[src/rtl/ser_add_pkg.sv]
package ser_add_pkg;
    localparam int unsigned WIDTH = 4;
    localparam int unsigned STEPS = WIDTH;

    typedef enum logic [1:0] {
        ST_IDLE = 2'd0,
        ST_B1   = 2'd1,
        ST_B2   = 2'd2,
        ST_B3   = 2'd3
    } ctrl_state_e;

    typedef struct packed {
        logic sum;
        logic cout;
    } fa_out_t;

    function automatic fa_out_t full_add(input logic a, input logic b, input logic c);
        fa_out_t r;
        r.sum  = a ^ b ^ c;
        r.cout = (a & b) | (a & c) | (b & c);
        return r;
    endfunction
endpackage

[src/rtl/ser_add_fa.sv]
module ser_add_fa
    import ser_add_pkg::*;
(
    input  logic    a,
    input  logic    b,
    input  logic    cin,
    output fa_out_t res
);
    always_comb res = full_add(a, b, cin);
endmodule

[src/rtl/ser_add_shreg.sv]
module ser_add_shreg #(
    parameter int unsigned W = 4
) (
    input  logic         clk,
    input  logic         rst,
    input  logic         load,
    input  logic [W-1:0] load_val,
    input  logic         shift,
    input  logic         ser_in,
    output logic [W-1:0] q
);
    always_ff @(posedge clk) begin
        if (rst)        q <= '0;
        else if (load)  q <= load_val;
        else if (shift) q <= {ser_in, q[W-1:1]};
    end
endmodule

[src/rtl/ser_add_ctrl.sv]
module ser_add_ctrl
    import ser_add_pkg::*;
(
    input  logic clk,
    input  logic rst,
    input  logic start,
    input  logic load,
    output logic shift,
    output logic load_ok
);
    ctrl_state_e state_q, state_d;

    always_comb begin
        load_ok = load && (state_q == ST_IDLE);
        shift   = (state_q != ST_IDLE) || (start && !load);
        unique case (state_q)
            ST_IDLE: state_d = shift ? ST_B1 : ST_IDLE;
            ST_B1:   state_d = ST_B2;
            ST_B2:   state_d = ST_B3;
            default: state_d = ST_IDLE;
        endcase
    end

    always_ff @(posedge clk) begin
        if (rst) state_q <= ST_IDLE;
        else     state_q <= state_d;
    end

    AST_START_BEGINS: assert property (@(posedge clk) disable iff (rst)
        (state_q == ST_IDLE && start && !load) |=> (state_q == ST_B1));
    AST_LAST_STEP: assert property (@(posedge clk) disable iff (rst)
        (state_q == ST_B3) |=> (state_q == ST_IDLE));
    AST_LOAD_WINS: assert property (@(posedge clk) disable iff (rst)
        (state_q == ST_IDLE && load) |=> (state_q == ST_IDLE));
endmodule

[src/rtl/ser_add_acc.sv]
module ser_add_acc
    import ser_add_pkg::*;
(
    input  logic             clk,
    input  logic             rst,
    input  logic             load,
    input  logic [WIDTH-1:0] load_acc,
    input  logic [WIDTH-1:0] load_addend,
    input  logic             start,
    output logic [WIDTH-1:0] acc,
    output logic             carry_out,
    output logic             busy
);
    logic             shift, load_ok;
    logic [WIDTH-1:0] acc_q, add_q;
    logic             carry_q;
    fa_out_t          fa;

    ser_add_ctrl u_ctrl (
        .clk(clk), .rst(rst), .start(start), .load(load),
        .shift(shift), .load_ok(load_ok)
    );

    ser_add_fa u_fa (
        .a(acc_q[0]), .b(add_q[0]), .cin(carry_q), .res(fa)
    );

    ser_add_shreg #(.W(WIDTH)) u_acc (
        .clk(clk), .rst(rst), .load(load_ok), .load_val(load_acc),
        .shift(shift), .ser_in(fa.sum), .q(acc_q)
    );

    ser_add_shreg #(.W(WIDTH)) u_add (
        .clk(clk), .rst(rst), .load(load_ok), .load_val(load_addend),
        .shift(shift), .ser_in(add_q[0]), .q(add_q)
    );

    always_ff @(posedge clk) begin
        if (rst)          carry_q <= 1'b0;
        else if (load_ok) carry_q <= 1'b0;
        else if (shift)   carry_q <= fa.cout;
    end

    assign acc       = acc_q;
    assign carry_out = carry_q;
    assign busy      = shift;

    AST_SHIFT_RIGHT: assert property (@(posedge clk) disable iff (rst)
        shift |=> (acc_q[WIDTH-2:0] == $past(acc_q[WIDTH-1:1])));
    AST_ADDEND_ROTATE: assert property (@(posedge clk) disable iff (rst)
        shift |=> (add_q == {$past(add_q[0]), $past(add_q[WIDTH-1:1])}));
    AST_LOAD_CLEARS_CARRY: assert property (@(posedge clk) disable iff (rst)
        load_ok |=> (carry_q == 1'b0));
    AST_HOLD: assert property (@(posedge clk) disable iff (rst)
        (!shift && !load_ok) |=> ($stable(acc_q) && $stable(add_q) && $stable(carry_q)));
endmodule

[config.mk]
export PLATFORM = sky130hd
export DESIGN_NAME = ser_add_acc
export DESIGN_NICKNAME = d
export VERILOG_FILES = /design/src/rtl/ser_add_pkg.sv /design/src/rtl/ser_add_fa.sv /design/src/rtl/ser_add_shreg.sv /design/src/rtl/ser_add_ctrl.sv /design/src/rtl/ser_add_acc.sv
export SDC_FILE = /design/constraint.sdc
export NUM_CORES = 1
export LEC_CHECK = 0
export BUFFER_PORTS_ARGS = -buffer_cell sky130_fd_sc_hd__buf_2
export CELL_PAD_IN_SITES_DETAIL_PLACEMENT = 1
export CELL_PAD_IN_SITES_GLOBAL_PLACEMENT = 2
export CORE_MARGIN = 2
export CORE_UTILIZATION = 28
export DETAILED_ROUTE_END_ITERATION = 7
export GPL_ROUTABILITY_DRIVEN = 0
export PLACE_DENSITY = 0.74
export SLEW_MARGIN = 15
export SYNTH_ARGS = -nofsm -noshare
export SYNTH_HDL_FRONTEND = slang
export SYNTH_SLANG_ARGS = --single-unit
[constraint.sdc]
create_clock -name clk -period 1.84 [get_ports clk]
set_input_delay 0.368 -clock clk [delete_from_list [all_inputs] [get_ports clk]]
set_output_delay 0.368 -clock clk [all_outputs]
set_load 0.1 [all_outputs]
==> flow_metrics.tcl <==
set metrics [dict create \
    cts_buffers 3 \
    period_share 0.935 \
    placement.io_buffers 17 \
    post-synth-top-count-cell "sky130_fd_sc_hd__dfxtp_1" \
    clock_tree.htree_level_count 1 \
    cts_tree "yes" \
    synth-seq-area-share 0.371 \
    overflow 0 \
    cts_buffer_depth 2 \
    vias 534 \
    antenna_found_initial 0 \
    clockRootBuffer "sky130_fd_sc_hd__clkbuf_4" \
    peakVddDrop_uv 419 \
    synth_top_cells_by_area "sky130_fd_sc_hd__dfxtp_1 (37%), sky130_fd_sc_hd__a311oi_2 (20%), sky130_fd_sc_hd__nand3_1 (6.8%)" \
    maxCapViolations 0 \
    number_of_inserted_filler_cells_in_the_final_layout 241 \
    min_path_type "primary input to flop" \
    coreArea_mm2 0.00198 \
    drtAntennaViolNets 0 \
    slew_headroom 0.572 \
    setup-tns-final_ns 0 \
    yosys-top-cells-count "sky130_fd_sc_hd__dfxtp_1 (11), sky130_fd_sc_hd__nand2_1 (9), sky130_fd_sc_hd__nor2_1 (9)" \
    cts_resized 0 \
    finalMaxSlewViolations 0 \
    drt-wirelength-per-cell_um 13.1 \
    grt_usage 0.126 \
    postRouteWirelength_mm 1.44 \
    outcome "complete, no violations" \
    yosys.area.top_type "sky130_fd_sc_hd__dfxtp_1" \
    worstSetupEndpointType "output port" \
    critical_path.max_fanout 14 \
    synth.ff_latch_count 11 \
    cellLeakagePower_uw 0.000314 \
    area.growth.synth_to_final_pct 24.3 \
    yosys_most_used_dff "sky130_fd_sc_hd__dfxtp_1" \
    worst-endpoint-arrival_ns 1.35 \
    diodes 0 \
    clkTransAtPathRegs_ns 0.08 \
    finalHoldViolations 0 \
    slowest_delay_ns 0.37 \
    setup_violations_final 0 \
    worst_setup_path_start_kind "flop" \
    floorplan.initialDensity 0.299 \
    crit_family "buffers and inverters" \
    setup_slack_ns 0.120 \
    num-nets-final 98 \
    netlist_area_um2 593 \
    mappedNetlistNets 80 \
    synth_top_area_share 0.371 \
    postSynthCellCount 66 \
    placement.setup.worst_slack_ns 0.125 \
    rows 16 \
    cts.hold.buffers_added 0 \
    drt_iter0_markers 3 \
    critical_path_buf_inv_count 3 \
    synth_edf_count 0 \
    grt_pass1_vias 496 \
    ys_types 19 \
    yosysWarningCount 0 \
    worst_clock_skew_ns 0.00217 \
    clock.fmax_mhz 582 \
    crit_path_cell_trace "inv_1 -> ha_1 -> buf_4 -> o21ai_2 -> buf_12" \
    design.die.area_mm2 0.00250 \
    route.detailed.drc 0 \
    post_route_cells_drive_above_1_share 0.373 \
    async_flop_share 0 \
    post_cts_buffers 0 \
    layout_min_cycle_time_ns 1.72 \
    critPathKind "flop to output port" \
    pin_count 18 \
    grt_setup_unrepaired "no" \
    clock_sink_count 11 \
    place_hpwl_mm 1.05 \
    timing.critical_path.slowest_stage_cell "sky130_fd_sc_hd__dfxtp_1" \
    post_synthesis_average_cell_area_um2 8.99 \
    tightestPinTransition_ns 0.642 \
    die_w_um 50.0 \
    clkLatencyLatePin_ns 0.27 \
    grt_first_pass_wirelength_mm 2.34 \
    pin_count_of_the_biggest_net_entering_global_routing 17 \
    power-per-cell-area_mw_per_mm2 1060 \
    post_drt_via_cell_ratio 4.85 \
    dieHeight_um 50.0 \
    worstPathRequired_ns 1.47 \
    drt-pass1-iter-count 3 \
]
## worst reg2reg max path, cell delays in order (launching register included)
cell	delay, ns
sky130_fd_sc_hd__dfxtp_1	0.37
sky130_fd_sc_hd__inv_1	0.06
sky130_fd_sc_hd__ha_1	0.18
sky130_fd_sc_hd__or3b_1	0.58
sky130_fd_sc_hd__nor2_1	0.14
sky130_fd_sc_hd__a311oi_2	0.29
## state kept, by name, summed over array words and instances, names as in the netlist
name,count
u_acc.q,4
u_add.q,4
u_ctrl.state_q,2
carry_out,1
## report_power, final
| group | internal [uW] | switching (uW) | leakage, uW |
|---|---|---|---|
| Sequential | 267 | 20.7 | 0.0000907 |
| Combinational | 94.0 | 226 | 0.000209 |
| Clock | 83.8 | 88.9 | 0.0000150 |
| Total | 445 | 336 | 0.000314 |
## layer usage
metal,wire length [um],vias to the layer above,track usage
li1,-,269,-
met1,708,249,0.178
met2,657,14,0.178
met3,60,2,0.0212
met4,12,0,0.0694
met5,0,-,0
## cell usage in the layout, fill, tap and decap left out
cell,synthesis,layout
sky130_fd_sc_hd__clkbuf_1,3,1
sky130_fd_sc_hd__ha_1,1,1
sky130_fd_sc_hd__buf_2,1,16
sky130_fd_sc_hd__or3b_1,1,1
sky130_fd_sc_hd__a221oi_1,1,1
sky130_fd_sc_hd__nor4bb_1,1,1
sky130_fd_sc_hd__clkbuf_4,0,3
sky130_fd_sc_hd__inv_1,4,4
sky130_fd_sc_hd__o211ai_1,1,1
sky130_fd_sc_hd__nor2_1,9,9
sky130_fd_sc_hd__a311oi_2,8,8
sky130_fd_sc_hd__a21oi_1,1,1
sky130_fd_sc_hd__nand3_1,8,8
sky130_fd_sc_hd__buf_12,0,1
sky130_fd_sc_hd__o21ai_2,0,1
sky130_fd_sc_hd__o21ai_1,2,1
sky130_fd_sc_hd__fa_1,1,1
sky130_fd_sc_hd__nand2_1,9,9
sky130_fd_sc_hd__buf_4,1,2
sky130_fd_sc_hd__dfxtp_1,11,11
sky130_fd_sc_hd__nor2b_1,2,2
## worst paths after layout
kind,startpoint,to,slack [ns],cells past startpoint
hold / removal,load_addend[2],u_add.q[2]$_SDFFE_PP0P_,0.40,3
hold reg to reg,u_add.q[3]$_SDFFE_PP0P_,u_add.q[2]$_SDFFE_PP0P_,0.51,2
setup / recovery,u_ctrl.state_q[1]$_SDFF_PP0_,busy,0.12,5
setup reg to reg,u_ctrl.state_q[1]$_SDFF_PP0_,u_acc.q[1]$_SDFFE_PP0P_,0.14,5
## cells by family after synthesis
logic type               after synthesis  synth area share
flip-flops                            11             0.371
buffers and inverters                 10            0.0844
adder cells (fa/ha/maj)                2            0.0549
AO/OA/AOI/OAI                         13             0.255
AND/OR/NAND/NOR                       30             0.234
## per-stage QoR
| step | instance area [um^2] | power [uW] | cells | util | hold slack (ns) |
|---|---|---|---|---|---|
| finish | 737 | 781 | 110 | 0.372 | 0.401 |
| global route | 737 | 823 | 110 | 0.372 | 0.406 |
| CTS | 737 | 790 | 110 | 0.372 | 0.404 |
| detailed placement | 711 | 618 | 106 | 0.359 | 0.505 |
| global placement | 711 | 611 | 106 | 0.359 | 0.494 |
| floorplan | 597 | 543 | 66 | - | 0.440 |
## area by class of cell
type	instances	area [um^2]	area share
multi-input combinational	45	327	0.443
sequential	11	220	0.299
tap	27	33.8	0.0458
timing repair buffer	19	115	0.156
inverter	4	15.0	0.0204
clock buffer	4	26.3	0.0357
No activity file was read; power rests on OpenSTA's default activity.
